===== src/rtl/swc_pkg.sv =====
package swc_pkg;

    localparam int WORD_W = 32;
    localparam int ADDR_W = 32;
    localparam int TAG_W  = ADDR_W - 2;

    typedef enum logic [1:0] {
        SZ_BYTE = 2'd0,
        SZ_HALF = 2'd1,
        SZ_WORD = 2'd2
    } swc_size_e;

    typedef enum logic [1:0] {
        ST_IDLE  = 2'd0,
        ST_MREQ  = 2'd1,
        ST_MWAIT = 2'd2
    } swc_state_e;

    // little-endian lane pick, zero-extended
    function automatic logic [WORD_W-1:0] swc_lane(input logic [WORD_W-1:0] w,
                                                   input logic [1:0] sz,
                                                   input logic [1:0] off);
        logic [WORD_W-1:0] r;
        case (sz)
            SZ_BYTE: r = {24'b0, w[8*off +: 8]};
            SZ_HALF: r = {16'b0, w[16*off[1] +: 16]};
            default: r = w;
        endcase
        return r;
    endfunction

endpackage


===== src/rtl/swc_line_store.sv =====
module swc_line_store
    import swc_pkg::*;
#(
    parameter int IDX_W = 4
) (
    input  logic              clk,
    input  logic              rst,
    input  logic [IDX_W-1:0]  lk_idx,
    input  logic [TAG_W-1:0]  lk_tag,
    input  logic              inv_en,
    input  logic              fill_en,
    input  logic [IDX_W-1:0]  fill_idx,
    input  logic [TAG_W-1:0]  fill_tag,
    input  logic [WORD_W-1:0] fill_word,
    output logic              lk_match,
    output logic [WORD_W-1:0] lk_word
);

    localparam int DEPTH = 1 << IDX_W;

    typedef struct packed {
        logic [DEPTH-1:0]             valid;
        logic [DEPTH-1:0][TAG_W-1:0]  tag;
        logic [DEPTH-1:0][WORD_W-1:0] word;
    } store_t;

    store_t arr_d, arr_q;

    always_comb begin
        arr_d = arr_q;
        if (inv_en) begin
            arr_d.valid[lk_idx] = 1'b0;
        end
        if (fill_en) begin
            arr_d.valid[fill_idx] = 1'b1;
            arr_d.tag[fill_idx]   = fill_tag;
            arr_d.word[fill_idx]  = fill_word;
        end
    end

    always_ff @(posedge clk) begin
        if (rst) begin
            arr_q.valid <= '0;
        end else begin
            arr_q <= arr_d;
        end
    end

    assign lk_match = arr_q.valid[lk_idx] && (arr_q.tag[lk_idx] == lk_tag);
    assign lk_word  = arr_q.word[lk_idx];

endmodule


===== src/rtl/swc_steer.sv =====
module swc_steer
    import swc_pkg::*;
(
    input  logic                   sel_instr,
    input  logic                   isolate,
    input  logic [1:0]             match,
    input  logic [1:0][WORD_W-1:0] word,
    output logic                   hit,
    output logic [WORD_W-1:0]      hit_word
);

    // entry 0 is the data array, entry 1 the instruction array
    always_comb begin
        hit      = isolate || match[sel_instr];
        hit_word = word[sel_instr];
    end

endmodule


===== src/rtl/swc_ctrl.sv =====
module swc_ctrl
    import swc_pkg::*;
(
    input  logic              clk,
    input  logic              rst,
    input  logic              swap,
    input  logic              req_valid,
    output logic              req_ready,
    input  logic              req_store,
    input  logic              req_instr,
    input  logic              req_cacheable,
    input  logic [1:0]        req_size,
    input  logic [ADDR_W-1:0] req_vaddr,
    input  logic [ADDR_W-1:0] req_paddr,
    input  logic [WORD_W-1:0] req_wdata,
    input  logic              lk_hit,
    input  logic [WORD_W-1:0] lk_word,
    output logic              lk_sel,
    output logic              inv_en,
    output logic              fill_en,
    output logic              fill_sel,
    output logic [ADDR_W-1:0] fill_vaddr,
    output logic [ADDR_W-1:0] fill_paddr,
    output logic [WORD_W-1:0] fill_word,
    output logic              rsp_valid,
    output logic              rsp_hit,
    output logic [WORD_W-1:0] rsp_data,
    output logic              mem_req_valid,
    input  logic              mem_req_ready,
    output logic              mem_req_store,
    output logic [1:0]        mem_req_size,
    output logic [ADDR_W-1:0] mem_req_addr,
    output logic [WORD_W-1:0] mem_req_wdata,
    input  logic              mem_rsp_valid,
    input  logic [WORD_W-1:0] mem_rsp_data
);

    typedef struct packed {
        swc_state_e        state;
        logic              store;
        logic [1:0]        size;
        logic              sel;
        logic              fill;
        logic [ADDR_W-1:0] vaddr;
        logic [ADDR_W-1:0] paddr;
        logic [WORD_W-1:0] wdata;
        logic              rsp_valid;
        logic              rsp_hit;
        logic [WORD_W-1:0] rsp_data;
    } ctrl_t;

    ctrl_t c_d, c_q;

    assign lk_sel    = req_instr ^ swap;
    assign req_ready = (c_q.state == ST_IDLE);

    always_comb begin
        c_d           = c_q;
        c_d.rsp_valid = 1'b0;
        c_d.rsp_hit   = 1'b0;
        inv_en        = 1'b0;
        fill_en       = 1'b0;
        case (c_q.state)
            ST_IDLE: begin
                if (req_valid) begin
                    c_d.store = req_store;
                    c_d.size  = req_size;
                    c_d.sel   = lk_sel;
                    c_d.vaddr = req_vaddr;
                    c_d.paddr = req_paddr;
                    c_d.wdata = req_wdata;
                    c_d.fill  = 1'b0;
                    if (req_store) begin
                        inv_en    = req_cacheable && lk_hit;
                        c_d.state = ST_MREQ;
                    end else if (req_cacheable && lk_hit) begin
                        c_d.rsp_valid = 1'b1;
                        c_d.rsp_hit   = 1'b1;
                        c_d.rsp_data  = swc_lane(lk_word, req_size, req_vaddr[1:0]);
                    end else begin
                        c_d.fill  = req_cacheable && (req_size == SZ_WORD);
                        c_d.state = ST_MREQ;
                    end
                end
            end
            ST_MREQ: begin
                if (mem_req_ready) begin
                    if (c_q.store) begin
                        c_d.rsp_valid = 1'b1;
                        c_d.rsp_data  = '0;
                        c_d.state     = ST_IDLE;
                    end else begin
                        c_d.state = ST_MWAIT;
                    end
                end
            end
            ST_MWAIT: begin
                if (mem_rsp_valid) begin
                    fill_en       = c_q.fill;
                    c_d.rsp_valid = 1'b1;
                    c_d.rsp_data  = swc_lane(mem_rsp_data, c_q.size, c_q.vaddr[1:0]);
                    c_d.state     = ST_IDLE;
                end
            end
            default: c_d.state = ST_IDLE;
        endcase
    end

    always_ff @(posedge clk) begin
        if (rst) begin
            c_q <= '0;
        end else begin
            c_q <= c_d;
        end
    end

    assign fill_sel      = c_q.sel;
    assign fill_vaddr    = c_q.vaddr;
    assign fill_paddr    = c_q.paddr;
    assign fill_word     = mem_rsp_data;
    assign rsp_valid     = c_q.rsp_valid;
    assign rsp_hit       = c_q.rsp_hit;
    assign rsp_data      = c_q.rsp_data;
    assign mem_req_valid = (c_q.state == ST_MREQ);
    assign mem_req_store = c_q.store;
    assign mem_req_size  = c_q.size;
    assign mem_req_addr  = c_q.paddr;
    assign mem_req_wdata = c_q.wdata;

endmodule


===== src/rtl/split_word_cache.sv =====
module split_word_cache
    import swc_pkg::*;
#(
    parameter int I_IDX_W = 4,
    parameter int D_IDX_W = 3
) (
    input  logic        clk,
    input  logic        rst,
    input  logic        isolate_en,
    input  logic        swap_en,
    input  logic        req_valid,
    output logic        req_ready,
    input  logic        req_store,
    input  logic        req_instr,
    input  logic        req_cacheable,
    input  logic [1:0]  req_size,
    input  logic [31:0] req_vaddr,
    input  logic [31:0] req_paddr,
    input  logic [31:0] req_wdata,
    output logic        rsp_valid,
    output logic        rsp_hit,
    output logic [31:0] rsp_data,
    output logic        mem_req_valid,
    input  logic        mem_req_ready,
    output logic        mem_req_store,
    output logic [1:0]  mem_req_size,
    output logic [31:0] mem_req_addr,
    output logic [31:0] mem_req_wdata,
    input  logic        mem_rsp_valid,
    input  logic [31:0] mem_rsp_data
);

    logic                   lk_sel, lk_hit, inv_en, fill_en, fill_sel;
    logic [WORD_W-1:0]      lk_word, fill_word;
    logic [ADDR_W-1:0]      fill_vaddr, fill_paddr;
    logic [1:0]             arr_match;
    logic [1:0][WORD_W-1:0] arr_word;

    // array 0 holds data lines, array 1 instruction lines
    for (genvar g = 0; g < 2; g++) begin : g_arr
        localparam int IW = (g == 0) ? D_IDX_W : I_IDX_W;
        swc_line_store #(.IDX_W(IW)) u_store (
            .clk      (clk),
            .rst      (rst),
            .lk_idx   (req_paddr[2 +: IW]),
            .lk_tag   (req_vaddr[ADDR_W-1:2]),
            .inv_en   (inv_en && (lk_sel == g[0])),
            .fill_en  (fill_en && (fill_sel == g[0])),
            .fill_idx (fill_paddr[2 +: IW]),
            .fill_tag (fill_vaddr[ADDR_W-1:2]),
            .fill_word(fill_word),
            .lk_match (arr_match[g]),
            .lk_word  (arr_word[g])
        );
    end

    swc_steer u_steer (
        .sel_instr(lk_sel),
        .isolate  (isolate_en),
        .match    (arr_match),
        .word     (arr_word),
        .hit      (lk_hit),
        .hit_word (lk_word)
    );

    swc_ctrl u_ctrl (
        .clk          (clk),
        .rst          (rst),
        .swap         (swap_en),
        .req_valid    (req_valid),
        .req_ready    (req_ready),
        .req_store    (req_store),
        .req_instr    (req_instr),
        .req_cacheable(req_cacheable),
        .req_size     (req_size),
        .req_vaddr    (req_vaddr),
        .req_paddr    (req_paddr),
        .req_wdata    (req_wdata),
        .lk_hit       (lk_hit),
        .lk_word      (lk_word),
        .lk_sel       (lk_sel),
        .inv_en       (inv_en),
        .fill_en      (fill_en),
        .fill_sel     (fill_sel),
        .fill_vaddr   (fill_vaddr),
        .fill_paddr   (fill_paddr),
        .fill_word    (fill_word),
        .rsp_valid    (rsp_valid),
        .rsp_hit      (rsp_hit),
        .rsp_data     (rsp_data),
        .mem_req_valid(mem_req_valid),
        .mem_req_ready(mem_req_ready),
        .mem_req_store(mem_req_store),
        .mem_req_size (mem_req_size),
        .mem_req_addr (mem_req_addr),
        .mem_req_wdata(mem_req_wdata),
        .mem_rsp_valid(mem_rsp_valid),
        .mem_rsp_data (mem_rsp_data)
    );

endmodule


===== config.mk =====
export PLATFORM = sky130hd
export DESIGN_NAME = split_word_cache
export DESIGN_NICKNAME = d
export VERILOG_FILES = /design/src/rtl/swc_pkg.sv /design/src/rtl/swc_line_store.sv /design/src/rtl/swc_steer.sv /design/src/rtl/swc_ctrl.sv /design/src/rtl/split_word_cache.sv
export SDC_FILE = /design/constraint.sdc
export NUM_CORES = 2
export LEC_CHECK = 0
export BUFFER_PORTS_ARGS = -buffer_cell sky130_fd_sc_hd__buf_2
export CAP_MARGIN = 20
export CELL_PAD_IN_SITES_DETAIL_PLACEMENT = 0
export CELL_PAD_IN_SITES_GLOBAL_PLACEMENT = 2
export CORE_ASPECT_RATIO = 0.8
export CORE_MARGIN = 4
export CORE_UTILIZATION = 45
export CTS_CLUSTER_SIZE = 28
export DETAILED_ROUTE_END_ITERATION = 16
export MAX_ROUTING_LAYER = met4
export PLACE_DENSITY = 0.75
export SYNTH_ARGS = -nofsm -noshare
export SYNTH_HDL_FRONTEND = slang
export SYNTH_SLANG_ARGS = --single-unit

===== constraint.sdc =====
create_clock -name clk -period 11.33 [get_ports clk]
set_input_delay 2.266 -clock clk [delete_from_list [all_inputs] [get_ports clk]]
set_output_delay 2.266 -clock clk [all_outputs]
set_load 0.01 [all_outputs]

==> flow_summary.toml <==
[outcome]
run_status = "completed"

[grt]
globalRouteTotalUtil = 0.2491
groute.layer.met1.usage = 0.3586
grt_first_pass_wirelength_um = 265100
grt_overflow_total = 0
grt_max_degree = 107
grt.busiest_layer = "met2"
grtUsageMet2 = 0.3732
first_global_vias = 35130
antenna_found_initial = 6
met3_usage = 0.04012

[routing]
post_drt_wl_per_cell_um = 31.45
final_antenna_net_count = 0
drt-pass1-iter-count = 8
via_density_per_instance = 6.101
dr.first_iter.drc_count = 4473
remaining_drc_errors = 0
detailroute.via_count = 36110
finalWirelength_um = 186100

[timing]
fin_ws_ns = 3.667
slew_headroom = 0.2518
final_hold_viol_count = 0
total_of_endpoints_with_negative_setup_slack_in_the_final_report = 0
setup_repair_after_global_routing_missed_its_margin = "no"
layout_worst_path_cycle_share = 0.6763
slew_viol_final = 0
fmaxAchievable_ghz = 0.1305
worst_slew_pin_slew_ns = 1.118
setup_tns_ns = 0
final.setup_skew_ns = 0.04379
min_period_ns = 7.663

[yosys]
yosysTopAreaCellShare = 0.6787
yosys_warnings = 0
async_flop_share = 0
synth_area_leaders = "edfxtp_1 (68%), mux4_2 (10%), dfxtp_1 (4.9%), mux2i_1 (2.5%), buf_4 (1.6%)"
synth_seq_cells = 1649
synth.avg_cell_area_sq_um = 17.84
ys.flop_type = "edfxtp_1"
synthesis.instances = 3691
synth.cells.most_frequent = "edfxtp_1 (1488), mux4_2 (300), nand2_1 (269)"
synth_fp_nets = 3835
synth-edff-count = 1488
yosysTopAreaCell = "edfxtp_1"
post-synth-top-count-cell = "edfxtp_1"
synth.lib_cells_used.distinct = 82
mappedNetlistArea_sq_mm = 0.06583
ys_seq_area_frac = 0.7277

[clock_network]
clock_tree.root_cell = "clkbuf_16"
clockBufferDepth = 3
cts.reportedPaths.clkPinSlew_ns = 0.06
postCtsSetupRepairBufs = 0
cts_repair_resize_count = 0
clkLatencyLatePin_ns = 0.81
ctsHoldBuffers = 0
clock_tree_from_tritoncts = "yes"
htree_num_levels = 4
clock_sinks = 1649
tritoncts.num_buffers = 165

[finish]
layout-drive-gt1-share = 0.2416
number_of_nets_at_the_end_of_the_flow = 4016
final_design_area_no_fill_sq_mm = 0.07383
area_growth_pct = 12.15
nFillCells = 11770
final_util = 0.5082

[flow_run]
count_of_maximum_capacitance_violations = 0

[floorplanning]
die_h_um = 350.1
die_width_um = 435.6
design.die.area_sq_mm = 0.1525
initial_core_util = 0.4531
rows = 125
floorplan.core_area_sq_mm = 0.1453
ios = 243

[placed_design]
io_buffer_count = 242
place.detailed.hpwl_um = 106200
routability_driven_placement_congestion_ratio = 0.8558
place_area_sq_mm = 0.06841
placement.setup.worst_slack_ns = 2.874

[power]
power.static_leakage_uw = 0.02442
peakVddDrop_v = 0.0001607
power.density_mw_per_mm2 = 176.9
p_total_uw = 13060

[critical_path]
setup.worst_path.end_class = "flip-flop"
worst-path-max-fanout = 58
critPathLaunchType = "input port"
critical_path_class = "input port to flip-flop"
data_required_time_of_the_worst_path_ns = 12.03
worst_ep_arrival_time_ns = 8.36

[min_path]
timing.hold.worst.class = "flip-flop to flip-flop"
==> critical path: stages <==
cell and delay (ns):
buf_8 0.49, buf_4 0.78, nor2_1 0.50, a22o_1 0.34, o211ai_1 0.62, o21ai_0 0.24
a2111oi_2 0.88, o2111ai_1 0.32, nor4_4 0.34, or2_2 0.88, nand3_1 0.21, a311oi_1 0.32
==> routing by layer <==
metal	part of all wire	up-vias
met2	0.46	1610
met3	0.078	265
met4	0.024	0
li1	-	15100
met1	0.44	19130
met5	0	-
==> cells in the final DEF (no fill, tap or decap), types with 20 or more instances in the layout <==
master     synthesis  layout
dfxtp_1          161     161
a31oi_1           32      32
mux2_2            59      59
inv_1             33      29
o22ai_1           49      49
clkbuf_1          97      42
a31o_1            23      23
mux2i_1          163     163
xor2_1            21      20
buf_2             50     237
edfxtp_1        1488    1488
nand2_1          269     268
nor2_1           103      79
clkinv_2           0      23
clkbuf_16          0     165
buf_4            136      88
nand4_1           24      24
a21oi_1          148     148
o21ai_0           82      82
a22oi_1           50      50
nor2_4             1      25
nand3_1           33      33
clkinv_1           0      37
a221oi_1          28      28
mux4_2           300     300
xnor2_1           38      37
a211oi_1          29      29
==> where the power goes <==
part,internal (uW),total [uW],switching (uW),leakage (uW)
registers,6690,6780,90.7,0.0151
clock network,3080,5440,2360,0.00261
logic,291,841,550,0.00675
==> cell families (layout without fill, tap and decap cells) <==
family / after synthesis / in the layout / synth area share
flops: 1649 / 1649 / 0.7277
compound gates: 558 / 558 / 0.05652
buf+inv: 351 / 671 / 0.03182
xor+xnor: 59 / 59 / 0.007849
fa+ha+maj: 4 / 4 / 0.0007603
mux: 525 / 525 / 0.1380
other cells: 0 / 2 / 0
simple gates: 545 / 545 / 0.03735
==> cell type report <==
| type | count | area, sq um | share of cell area |
|---|---|---|---|
| repair buffers | 332 | 1959 | 0.02654 |
| clock inverters | 93 | 1030 | 0.01395 |
| clock buffers | 213 | 4369 | 0.05918 |
| multi-input cells | 1691 | 16060 | 0.2175 |
| diodes | 2 | 5.005 | 0.00006778 |
| inverters | 33 | 126.4 | 0.001712 |
| well taps | 1905 | 2384 | 0.03228 |
| flip-flops and latches | 1649 | 47910 | 0.6488 |
==> final timing paths <==
check	start	end	slack [ns]	cells after the start
hold reg to reg	u_ctrl.fill_paddr[10]	u_ctrl.fill_paddr[10]	0.45	2
setup reg to reg	u_ctrl.c_q[135]	flip-flop	6.61	8
setup / recovery	req_paddr[2]	u_ctrl.rsp_valid	3.67	12
hold / removal	u_ctrl.fill_paddr[10]	u_ctrl.fill_paddr[10]	0.45	2
==> metrics by stage <==
stage | std cells | hold slack (ns)
2_1_floorplan | 3691 | 0.4318
5_1_grt | 5917 | 0.4718
3_3_place_gp | 5609 | 0.4390
3_5_place_dp | 5609 | 0.4437
6_report | 5918 | 0.4492
4_1_cts | 5915 | 0.4522
(Power assumes the default switching activity.)
